`src/rtl/blkcopy_pkg.sv`:
```
package blkcopy_pkg;

    localparam int ADDR_W = 16;
    localparam int DATA_W = 8;
    localparam int CNT_W  = 16;
    localparam int TICK_W = 3;

    typedef logic [ADDR_W-1:0] addr_t;
    typedef logic [DATA_W-1:0] byte_t;
    typedef logic [CNT_W-1:0]  cnt_t;
    typedef logic [TICK_W-1:0] tick_t;

    typedef enum logic [3:0] {
        PH_IDLE,
        PH_FETCH1,
        PH_RFSH,
        PH_FETCH2,
        PH_DECODE,
        PH_READ,
        PH_WRITE,
        PH_UPDATE,
        PH_REPEAT
    } phase_e;

    typedef enum logic [1:0] {
        FIN_NONE,
        FIN_DONE,
        FIN_IRQ,
        FIN_ALIEN
    } fin_e;

    typedef struct packed {
        addr_t addr;
        byte_t wdata;
        logic  rd;
        logic  wr;
        logic  rfsh;
        logic  m1;
    } bus_t;

    localparam int unsigned LEN_FETCH  = 2;
    localparam int unsigned LEN_RFSH   = 2;
    localparam int unsigned LEN_DECODE = 2;
    localparam int unsigned LEN_READ   = 3;
    localparam int unsigned LEN_WRITE  = 3;
    localparam int unsigned LEN_UPDATE = 2;
    localparam int unsigned LEN_REPEAT = 5;

    // Index of the final cycle of a phase.
    function automatic tick_t phase_last(input phase_e ph, input logic slow);
        int unsigned n;
        case (ph)
            PH_FETCH1: n = LEN_FETCH + (slow ? 1 : 0);
            PH_RFSH:   n = LEN_RFSH;
            PH_FETCH2: n = LEN_FETCH;
            PH_DECODE: n = LEN_DECODE;
            PH_READ:   n = LEN_READ;
            PH_WRITE:  n = LEN_WRITE;
            PH_UPDATE: n = LEN_UPDATE;
            PH_REPEAT: n = LEN_REPEAT;
            default:   n = 1;
        endcase
        return tick_t'(n - 1);
    endfunction

    // Low seven bits advance, top bit kept.
    function automatic byte_t rfsh_step(input byte_t r);
        return {r[DATA_W-1], r[DATA_W-2:0] + {{(DATA_W-2){1'b0}}, 1'b1}};
    endfunction

    function automatic addr_t ptr_step(input addr_t p, input logic dec);
        return dec ? p - addr_t'(1) : p + addr_t'(1);
    endfunction

endpackage

```
`src/rtl/blkcopy_phase.sv`:
```
module blkcopy_phase
    import blkcopy_pkg::*;
#(
    parameter byte_t OP_FIRST  = 8'hED,
    parameter byte_t OP_SECOND = 8'hB0
) (
    input  logic   clk,
    input  logic   rst,
    input  logic   start,
    input  logic   slow,
    input  logic   irq,
    input  byte_t  op1,
    input  byte_t  op2,
    input  logic   cnt_last,
    output phase_e ph,
    output logic   last,
    output fin_e   fin,
    output byte_t  alien_code
);

    tick_t cyc;
    logic  slow_q;

    always_comb last = (cyc == phase_last(ph, slow_q));

    always_ff @(posedge clk) begin
        if (rst) begin
            ph         <= PH_IDLE;
            cyc        <= '0;
            fin        <= FIN_NONE;
            alien_code <= '0;
            slow_q     <= 1'b0;
        end else begin
            fin <= FIN_NONE;
            if (ph == PH_IDLE) begin
                cyc <= '0;
                if (start) begin
                    ph     <= PH_FETCH1;
                    slow_q <= slow;
                end
            end else if (!last) begin
                cyc <= cyc + tick_t'(1);
            end else begin
                cyc <= '0;
                case (ph)
                    PH_FETCH1: ph <= PH_RFSH;
                    PH_RFSH: begin
                        if (op1 != OP_FIRST) begin
                            ph         <= PH_IDLE;
                            fin        <= FIN_ALIEN;
                            alien_code <= op1;
                        end else begin
                            ph <= PH_FETCH2;
                        end
                    end
                    PH_FETCH2: ph <= PH_DECODE;
                    PH_DECODE: begin
                        if (op2 != OP_SECOND) begin
                            ph         <= PH_IDLE;
                            fin        <= FIN_ALIEN;
                            alien_code <= op2;
                        end else begin
                            ph <= PH_READ;
                        end
                    end
                    PH_READ:  ph <= PH_WRITE;
                    PH_WRITE: ph <= PH_UPDATE;
                    PH_UPDATE: begin
                        if (cnt_last) begin
                            ph  <= PH_IDLE;
                            fin <= FIN_DONE;
                        end else begin
                            ph <= PH_REPEAT;
                        end
                    end
                    PH_REPEAT: begin
                        if (irq) begin
                            ph  <= PH_IDLE;
                            fin <= FIN_IRQ;
                        end else begin
                            ph <= PH_FETCH1;
                        end
                    end
                    default: ph <= PH_IDLE;
                endcase
            end
        end
    end

endmodule

```
`src/rtl/blkcopy_regs.sv`:
```
module blkcopy_regs
    import blkcopy_pkg::*;
(
    input  logic   clk,
    input  logic   rst,
    input  logic   load,
    input  addr_t  src_i,
    input  addr_t  dst_i,
    input  cnt_t   cnt_i,
    input  addr_t  pc_i,
    input  logic   dir_dec,
    input  phase_e ph,
    input  logic   last,
    input  byte_t  rdata,
    output addr_t  src,
    output addr_t  dst,
    output cnt_t   cnt,
    output addr_t  pc,
    output byte_t  rref,
    output byte_t  op1,
    output byte_t  op2,
    output byte_t  data
);

    logic dec_q;

    always_ff @(posedge clk) begin
        if (rst) begin
            src   <= '0;
            dst   <= '0;
            cnt   <= '0;
            pc    <= '0;
            rref  <= '0;
            op1   <= '0;
            op2   <= '0;
            data  <= '0;
            dec_q <= 1'b0;
        end else if (load) begin
            src   <= src_i;
            dst   <= dst_i;
            cnt   <= cnt_i;
            pc    <= pc_i;
            dec_q <= dir_dec;
        end else if (last) begin
            case (ph)
                PH_FETCH1: begin
                    op1  <= rdata;
                    rref <= rfsh_step(rref);
                end
                PH_FETCH2: begin
                    op2  <= rdata;
                    rref <= rfsh_step(rref);
                end
                PH_READ: data <= rdata;
                PH_UPDATE: begin
                    src <= ptr_step(src, dec_q);
                    dst <= ptr_step(dst, dec_q);
                    cnt <= cnt - cnt_t'(1);
                end
                default: ;
            endcase
        end
    end

endmodule

```
`src/rtl/blkcopy_bus.sv`:
```
module blkcopy_bus
    import blkcopy_pkg::*;
#(
    parameter logic [ADDR_W-DATA_W-1:0] RFSH_PAGE = '0
) (
    input  phase_e ph,
    input  addr_t  pc,
    input  addr_t  src,
    input  addr_t  dst,
    input  byte_t  rref,
    input  byte_t  data,
    output bus_t   bus
);

    always_comb begin
        bus       = '0;
        bus.wdata = data;
        case (ph)
            PH_FETCH1: begin
                bus.addr = pc;
                bus.rd   = 1'b1;
                bus.m1   = 1'b1;
            end
            PH_RFSH: begin
                bus.addr = {RFSH_PAGE, rref};
                bus.rfsh = 1'b1;
            end
            PH_FETCH2: begin
                bus.addr = pc + addr_t'(1);
                bus.rd   = 1'b1;
                bus.m1   = 1'b1;
            end
            PH_READ: begin
                bus.addr = src;
                bus.rd   = 1'b1;
            end
            PH_WRITE: begin
                bus.addr = dst;
                bus.wr   = 1'b1;
            end
            default: ;
        endcase
    end

endmodule

```
`src/rtl/blkcopy_seq.sv`:
```
module blkcopy_seq
    import blkcopy_pkg::*;
#(
    parameter byte_t OP_FIRST  = 8'hED,
    parameter byte_t OP_SECOND = 8'hB0,
    parameter logic [ADDR_W-DATA_W-1:0] RFSH_PAGE = '0
) (
    input  logic              clk,
    input  logic              rst,
    input  logic              start,
    input  logic [ADDR_W-1:0] src_i,
    input  logic [ADDR_W-1:0] dst_i,
    input  logic [CNT_W-1:0]  cnt_i,
    input  logic [ADDR_W-1:0] pc_i,
    input  logic              dir_dec,
    input  logic              slow_fetch,
    input  logic              irq,
    input  logic [DATA_W-1:0] mem_rdata,
    output logic [ADDR_W-1:0] mem_addr,
    output logic [DATA_W-1:0] mem_wdata,
    output logic              mem_rd,
    output logic              mem_wr,
    output logic              mem_rfsh,
    output logic              mem_m1,
    output logic              busy,
    output logic              done,
    output logic              halted,
    output logic              alien,
    output logic [DATA_W-1:0] alien_op,
    output logic [ADDR_W-1:0] src_q,
    output logic [ADDR_W-1:0] dst_q,
    output logic [CNT_W-1:0]  cnt_q
);

    phase_e ph;
    logic   last;
    fin_e   fin;
    addr_t  pc;
    byte_t  rref, op1, op2, data;
    bus_t   bus;
    logic   load;

    assign load = start && (ph == PH_IDLE);

    blkcopy_phase #(
        .OP_FIRST (OP_FIRST),
        .OP_SECOND(OP_SECOND)
    ) u_phase (
        .clk       (clk),
        .rst       (rst),
        .start     (start),
        .slow      (slow_fetch),
        .irq       (irq),
        .op1       (op1),
        .op2       (op2),
        .cnt_last  (cnt_q == cnt_t'(1)),
        .ph        (ph),
        .last      (last),
        .fin       (fin),
        .alien_code(alien_op)
    );

    blkcopy_regs u_regs (
        .clk    (clk),
        .rst    (rst),
        .load   (load),
        .src_i  (src_i),
        .dst_i  (dst_i),
        .cnt_i  (cnt_i),
        .pc_i   (pc_i),
        .dir_dec(dir_dec),
        .ph     (ph),
        .last   (last),
        .rdata  (mem_rdata),
        .src    (src_q),
        .dst    (dst_q),
        .cnt    (cnt_q),
        .pc     (pc),
        .rref   (rref),
        .op1    (op1),
        .op2    (op2),
        .data   (data)
    );

    blkcopy_bus #(
        .RFSH_PAGE(RFSH_PAGE)
    ) u_bus (
        .ph  (ph),
        .pc  (pc),
        .src (src_q),
        .dst (dst_q),
        .rref(rref),
        .data(data),
        .bus (bus)
    );

    assign mem_addr  = bus.addr;
    assign mem_wdata = bus.wdata;
    assign mem_rd    = bus.rd;
    assign mem_wr    = bus.wr;
    assign mem_rfsh  = bus.rfsh;
    assign mem_m1    = bus.m1;
    assign busy      = (ph != PH_IDLE);
    assign done      = (fin == FIN_DONE);
    assign halted    = (fin == FIN_IRQ);
    assign alien     = (fin == FIN_ALIEN);

endmodule

```
`config.mk`:
```
export PLATFORM = sky130hd
export DESIGN_NAME = blkcopy_seq
export DESIGN_NICKNAME = d
export VERILOG_FILES = /design/src/rtl/blkcopy_pkg.sv /design/src/rtl/blkcopy_phase.sv /design/src/rtl/blkcopy_regs.sv /design/src/rtl/blkcopy_bus.sv /design/src/rtl/blkcopy_seq.sv
export SDC_FILE = /design/constraint.sdc
export NUM_CORES = 1
export LEC_CHECK = 0
export CAP_MARGIN = 30
export CELL_PAD_IN_SITES_DETAIL_PLACEMENT = 1
export CELL_PAD_IN_SITES_GLOBAL_PLACEMENT = 2
export CORE_MARGIN = 2
export CORE_UTILIZATION = 29
export CTS_CLUSTER_SIZE = 24
export DETAILED_ROUTE_END_ITERATION = 8
export PLACE_DENSITY_LB_ADDON = 0.1
export SYNTH_ARGS = -nofsm -noshare
export SYNTH_HDL_FRONTEND = slang
export SYNTH_SLANG_ARGS = --single-unit
```
`constraint.sdc`:
```
create_clock -name clk -period 3.8 [get_ports clk]
set_clock_uncertainty 0.05 [all_clocks]
set_input_delay 0.57 -clock clk [delete_from_list [all_inputs] [get_ports clk]]
set_output_delay 0.57 -clock clk [all_outputs]
set_load 0.1 [all_outputs]
```
Word-level counts from Yosys, hierarchy flattened
Cells that the tools add are included.
Widths: inputs -> output; s select.
{"block": "classes", "n_addsub": 10, "n_eq_ne": 18, "n_mux": 34, "bitwise": 3, "n_reduce_logical": 21}
{"operator": "$mux 16", "n": 11}
{"operator": "$pmux 16 s5", "n": 1}
{"operator": "$add 16x1->16 const B", "n": 3}
{"operator": "$sub 16x1->16 const B", "n": 3}
{"operator": "$pmux 4 s8", "n": 1}
{"operator": "$eq 16x1->1 const B", "n": 1}
{"operator": "$eq 4x3->1 const B", "n": 4}
{"operator": "$mux 4", "n": 4}
{"operator": "$mux 8", "n": 2}
{"operator": "$ne 8x8->1 const B", "n": 2}
{"operator": "$pmux 8 s2", "n": 1}
{"operator": "$pmux 3 s4", "n": 1}
{"operator": "$reduce_and 3->1", "n": 4}
{"operator": "$reduce_or 3->1", "n": 3}
{"operator": "$eq 4x2->1 const B", "n": 2}
{"operator": "$mux 2", "n": 4}
{"operator": "$pmux 2 s4", "n": 1}
{"operator": "$reduce_bool 2->1", "n": 4}
{"operator": "$add 7x1->7 const B", "n": 1}
{"operator": "$mux 1", "n": 7}
{"operator": "$reduce_and 2->1", "n": 3}
{"operator": "$reduce_and 5->1", "n": 1}
{"operator": "$eq 2x2->1 const B", "n": 2}
{"operator": "$eq 4x1->1 const B", "n": 1}
{"operator": "15 further kinds", "n": 19}
{"block": "word_totals", "reg_bits": 114, "in_bits": 78, "wordCells": 100}

Longest topological paths before layout
{"block": "logic_depth", "ltp_word": 7, "ltp_mapped": 10, "depth_no_buf": 9}

Cells and area by module
From an unflattened synthesis, not the netlist that was laid out.
{"block": "hier_totals", "cells_unflattened": 889, "hier_area_um2": 7439.6}
{"mod": "blkcopy_regs", "n_inst": 1, "cells_per_inst": 657, "area_each_um2": 5522.8}
{"mod": "blkcopy_phase", "n_inst": 1, "cells_per_inst": 122, "area_each_um2": 1096.1}
{"mod": "blkcopy_bus", "n_inst": 1, "cells_per_inst": 99, "area_each_um2": 744.5}
{"mod": "blkcopy_seq", "n_inst": 1, "cells_per_inst": 11, "area_each_um2": 76.3}

Worst setup path after synthesis
No wires, ideal clock.
{"block": "synth_timing", "path_kind": "register -> output", "from": "register u_phase.ph[0]", "to": "output port mem_addr[13]", "arrival_ns": 3.991, "t_required_ns": 3.180, "setup_slack_ns": -0.811, "stages_incl_launch_ff": 7, "path_cell_list": "dfxtp_1 -> buf_2 -> clkbuf_1 -> nand2_1 -> inv_1 -> nand2_1 -> o21ai_0"}
{"block": "synth_between", "elab_chain_cells": 2, "elab_cells_between_ends": 6, "cone_classes": "eq/ne (5); mux (1)"}
{"item": "start: declaration", "line": "blkcopy_phase.sv:15", "text": "output phase_e ph,"}
{"item": "start signal: assignment", "line": "blkcopy_phase.sv:28", "text": "ph <= PH_IDLE;"}
{"item": "start signal: assignment", "line": "blkcopy_phase.sv:38", "text": "ph <= PH_FETCH1;"}
{"item": "start signal: assignment", "line": "blkcopy_phase.sv:46", "text": "PH_FETCH1: ph <= PH_RFSH;"}
{"item": "$eq 4x3->1 (tied with other cells)", "line": "blkcopy_bus.sv:18", "text": "case (ph)"}
{"item": "$pmux 16 s5 (*)", "line": "blkcopy_bus.sv:18"}
{"item": "end: declaration", "line": "blkcopy_seq.sv:19", "text": "output logic [ADDR_W-1:0] mem_addr,"}
Every way passes the cells marked *; elsewhere a longest branch is shown, timed or not.

Final worst setup path
{"block": "layout_timing", "from": "register u_phase.ph[3]", "to": "register u_regs.dst[3]"}
{"block": "layout_between", "elab_chain_cells": 7, "elab_cells_between_ends": 19, "cone_classes": "add/sub (1); eq/ne (9); mux (2); reduce/logical (7)"}
{"item": "$eq 4x3->1 (tied with other cells)", "line": "blkcopy_pkg.sv:52", "text": "case (ph)"}
{"item": "$reduce_or 4->1 (no line) or $reduce_or 2->1 (tied branches)"}
{"item": "$pmux 3 s4", "line": "blkcopy_pkg.sv:52"}
{"item": "$sub 3x1->3", "line": "blkcopy_pkg.sv:63", "text": "return tick_t'(n - 1);"}
{"item": "$eq 3x3->1", "line": "blkcopy_phase.sv:24", "text": "always_comb last = (cyc == phase_last(ph, slow_q));"}
{"item": "$reduce_bool 2->1 (no line)"}
{"item": "$reduce_and 2->1 (no line)"}
{"item": "end signal: assignment", "line": "blkcopy_regs.sv:40", "text": "dst <= dst_i;"}
{"item": "end signal: assignment", "line": "blkcopy_regs.sv:57", "text": "dst <= ptr_step(dst, dec_q);"}
{"item": "end: declaration", "line": "blkcopy_regs.sv:16", "text": "output addr_t dst,"}
Several ways; a longest one is shown, not always the timed one.
A chain may end at the register's enable or synchronous reset.

==> impl_results.rst <==
.. list-table::
   :header-rows: 1

   * - Metric
     - Value
   * - Sequential share of the synthesized area
     - 32.61%
   * - Share of cells above drive strength 1
     - 9.232%
   * - Standard cell with the maximum stage delay on the critical path
     - or4_1
   * - Net count after synthesis
     - 970
   * - Synth area leaders
     - dfxtp_1 33%, ha_1 5.9%, nor2_1 5.4%
   * - Synthesized netlist cell count
     - 857
   * - Overall power consumption
     - 6.726 mW
   * - Netlist cell types
     - 59
   * - First-pass GRT wire length
     - 40,700 um
   * - Number of diodes
     - 0
   * - CP peak stage delay
     - 0.83 ns
   * - CTS tree
     - done
   * - Critical path required time
     - 4.03 ns
   * - Source of the worst hold timing path
     - u_phase.slow_q$_SDFFE_PP0P_
   * - Average wire per cell in the routed design
     - 18.85 um
   * - Io pins
     - 166
   * - Area growth, synth to finish
     - 39.73%
   * - DRC violation total after the first TritonRoute iteration
     - 306
   * - Final standard cell utilization of the core
     - 41.41%
   * - Minimum setup slack in the final design
     - 0.5252 ns
   * - Number of max-capacitance violations reported
     - 0
   * - Filler cell count in the final layout
     - 2,814
   * - Count of yosys warnings during synthesis
     - 0
   * - FF/Latch Area
     - 2282 um2
   * - Input/output buffers
     - 165
   * - Die Outline Area
     - 25,390 um2
   * - Kind of cell adding the most delay to the critical path
     - simple AND/OR/NAND/NOR gates
   * - Post-Synthesis Cell Area
     - 6998 um2
   * - Post-route ant nets
     - 0
   * - Max Clock Freq
     - 0.3054 GHz
   * - Top cell type's share of synthesized area
     - 32.61%
   * - Element type at the critical path start
     - flip-flop
   * - Number of clock buffers inserted by TritonCTS
     - 17
   * - Worst-case vdd ir drop
     - 338.2 uV
   * - Commonest cells after routing, fill and taps aside
     - 143 x clkdlybuf4s50_1, 114 x dfxtp_1, 101 x nor2_1
   * - Count of unresolved DRC violations after routing
     - 0
   * - GP Congestion
     - 0.8107
   * - Cell at the root of the clock tree
     - clkbuf_16
   * - Clock latency at the later pin of the worst-skew pair
     - 0.43 ns
   * - Die height
     - 159.3 um
   * - Worst Hold Class
     - flip-flop to flip-flop
   * - Startpoint of the worst register-to-register path
     - u_phase.ph[3]$_SDFFE_PP0P_
   * - Fin crit share
     - 86.18%
   * - Top_reg_cell synth
     - dfxtp_1
   * - P per Cell Area
     - 687.8 nW/um2
   * - Cell Rows
     - 56
   * - Share of async-settable or async-resettable flops after synthesis
     - 0%
   * - Critical path capture point type
     - flip-flop
   * - Final std cells w/o fill
     - 1,348
   * - CTS Hold Bufs
     - 0
   * - Vias
     - 7,031
   * - Die width
     - 159.3 um
   * - Outcome
     - complete, no violations
   * - Buffers inserted by post-CTS timing repair
     - 0
   * - Initial standard-cell utilization of the core
     - 29.64%
   * - Maximum fanout encountered on the critical timing path
     - 24
   * - Clock transition at path regs
     - 0.06 ns
   * - Via count of the first global-routing pass
     - 7,106
   * - Post-CTS Resized
     - 0
   * - Maximum number of pins on one net before global-route repair
     - 62
   * - Worst R2R End
     - u_regs.dst[3]$_SDFFE_PP0P_
   * - Largest area contributor in the netlist
     - dfxtp_1
   * - # clock sinks
     - 114
   * - Post-layout instance area
     - 9778 um2
   * - Area inside the core boundary
     - 23,610 um2
   * - Number of cells in the design after placement
     - 1,315
   * - Most common cell after layout, fill and taps aside
     - clkdlybuf4s50_1
   * - Dpl ws
     - 0.5138 ns
   * - Lkg Pwr
     - 3.763 nW
   * - Worst R2R Path Depth
     - 7
   * - Number of antenna violations at the first check in global routing
     - 0
   * - Capture endpoint of the worst hold path
     - u_phase.slow_q$_SDFFE_PP0P_
   * - HPWL Detailed
     - 18,620 um
   * - Syn avg cell area
     - 8.166 um2
   * - Crit path DAT
     - 3.51 ns
   * - Final worst path period need
     - 3.275 ns
   * - WS Path Type
     - flip-flop to flip-flop
   * - CP Buf/Inv Count
     - 1
   * - Setup repair after global routing missed its margin
     - no
   * - Nets@finish
     - 1,129
   * - Register bit total from synthesis
     - 114
   * - Cell seen most often among critical-path stages
     - nor3_1
   * - Sum of negative setup slack
     - 0 ns
   * - Overall Global Routing Usage
     - 20.12%
   * - Final setup violation count
     - 0
   * - Residual overflow from global routing
     - 0
   * - Hold depth
     - 2
   * - Post-Place Cell Area
     - 9166 um2
   * - H-Tree Level Count
     - 4
   * - Final number of hold-violating endpoints
     - 0
   * - Register-to-register setup slack
     - 0.53 ns
   * - Total wire length after detailed routing
     - 25,410 um
   * - Min Hold Slack
     - 0.4151 ns
   * - Final Max Tran Viols
     - 0
   * - Maximum number of buffers from clock root to sink
     - 2
   * - Number of detailed-routing iterations run before antenna repair
     - 5
   * - Combined area of the multi-input logic cells
     - 4437 um2
   * - Sequence of cells on the critical path
     - inv_1 -> nor4_1 -> xor2_1 -> or4_1 -> nor3_1 -> a211oi_1 -> nor3_1
   * - Count of flip-flops with a built-in enable after synthesis
     - 0
   * - Max-Slew Margin vs Limit
     - 31.18%
   * - Routed vias/inst
     - 5.216
   * - Pin slew with the least headroom to its limit
     - 1.029 ns
## report_power, final
| part | internal [mW] | switching (mW) | total [mW] |
|---|---|---|---|
| logic | 1.01 | 2.34 | 3.36 |
| clock network | 0.931 | 0.701 | 1.63 |
| registers | 1.41 | 0.325 | 1.73 |
| total | 3.36 | 3.37 | 6.73 |
## Yosys cell counts (10+ instances only)
master      n
nand3_1    20
a21o_1     11
inv_1      18
buf_2      10
o21ai_0    34
a31oi_1    10
a21oi_1    43
xor2_1     32
xnor2_1    19
a22oi_1    13
nor3_1     26
a211oi_1   29
ha_1       33
nand4_1    20
and2_1     11
nand2_1    91
nor2_1    101
a311oi_1   19
mux2i_1    33
and3_1     11
clkbuf_1   29
dfxtp_1   114
## state kept, by name, summed over array words and instances, names as in the netlist
| name | flops |
|---|---|
| u_phase.fin | 2 |
| u_regs.dst | 16 |
| u_regs.op2 | 8 |
| u_phase.ph | 4 |
| u_phase.slow_q | 1 |
| u_regs.dec_q | 1 |
| u_regs.src | 16 |
| u_phase.cyc | 3 |
| u_regs.cnt | 16 |
| u_phase.alien_code | 8 |
| u_regs.rref | 7 |
| u_regs.op1 | 8 |
| u_regs.pc | 16 |
| u_regs.data | 8 |
## how the worst max path moves through the flow
| stage | from | end | depth (start not counted) |
|---|---|---|---|
| floorplan | u_phase.ph[0]$_SDFFE_PP0P_ | mem_addr[6] | 6 |
| global placement | u_phase.ph[3]$_SDFFE_PP0P_ | u_regs.src[2]$_SDFFE_PP0P_ | 7 |
| detailed placement | u_phase.ph[3]$_SDFFE_PP0P_ | u_regs.src[2]$_SDFFE_PP0P_ | 7 |
| CTS | u_phase.ph[3]$_SDFFE_PP0P_ | u_regs.dst[3]$_SDFFE_PP0P_ | 7 |
| global route | u_phase.ph[3]$_SDFFE_PP0P_ | u_regs.dst[2]$_SDFFE_PP0P_ | 7 |
| finish | u_phase.ph[3]$_SDFFE_PP0P_ | u_regs.dst[3]$_SDFFE_PP0P_ | 7 |
## worst register-to-register path: stages (launching register included)
cell	delay (ns)
dfxtp_1	0.61
inv_1	0.18
nor4_1	0.43
xor2_1	0.57
or4_1	0.83
nor3_1	0.14
a211oi_1	0.26
nor3_1	0.07
## cell type report
class                   instances  area share (%)
clock inverters                15           1.625
multi-input cells             675           45.37
well taps                     319           4.082
inverters                      18          0.7294
clock buffers                  17           4.351
repair buffers                190           20.50
flip-flops and latches        114           23.34
## cells by family (layout without fill, tap and decap cells)
kind of cell | after synthesis | count (layout) | synth area share (%)
AND/OR/NAND/NOR | 343 | 343 | 24.17
adder cells (fa/ha/maj) | 35 | 35 | 6.472
flip-flops | 114 | 114 | 32.61
AO/OA/AOI/OAI | 213 | 213 | 21.17
buffers and inverters | 68 | 240 | 4.470
XOR/XNOR | 51 | 51 | 6.383
multiplexers | 33 | 33 | 4.720
## metal layers
| metal | wire length [um] | track usage (%) | up-vias |
|---|---|---|---|
| met2 | 11070 | 30.40 | 148 |
| met1 | 13020 | 29.49 | 3388 |
| met3 | 1001 | 3.569 | 20 |
| met5 | 0 | 0 | - |
| met4 | 318 | 5.083 | 0 |
| li1 | - | - | 3475 |
(Power assumes the default switching activity.)
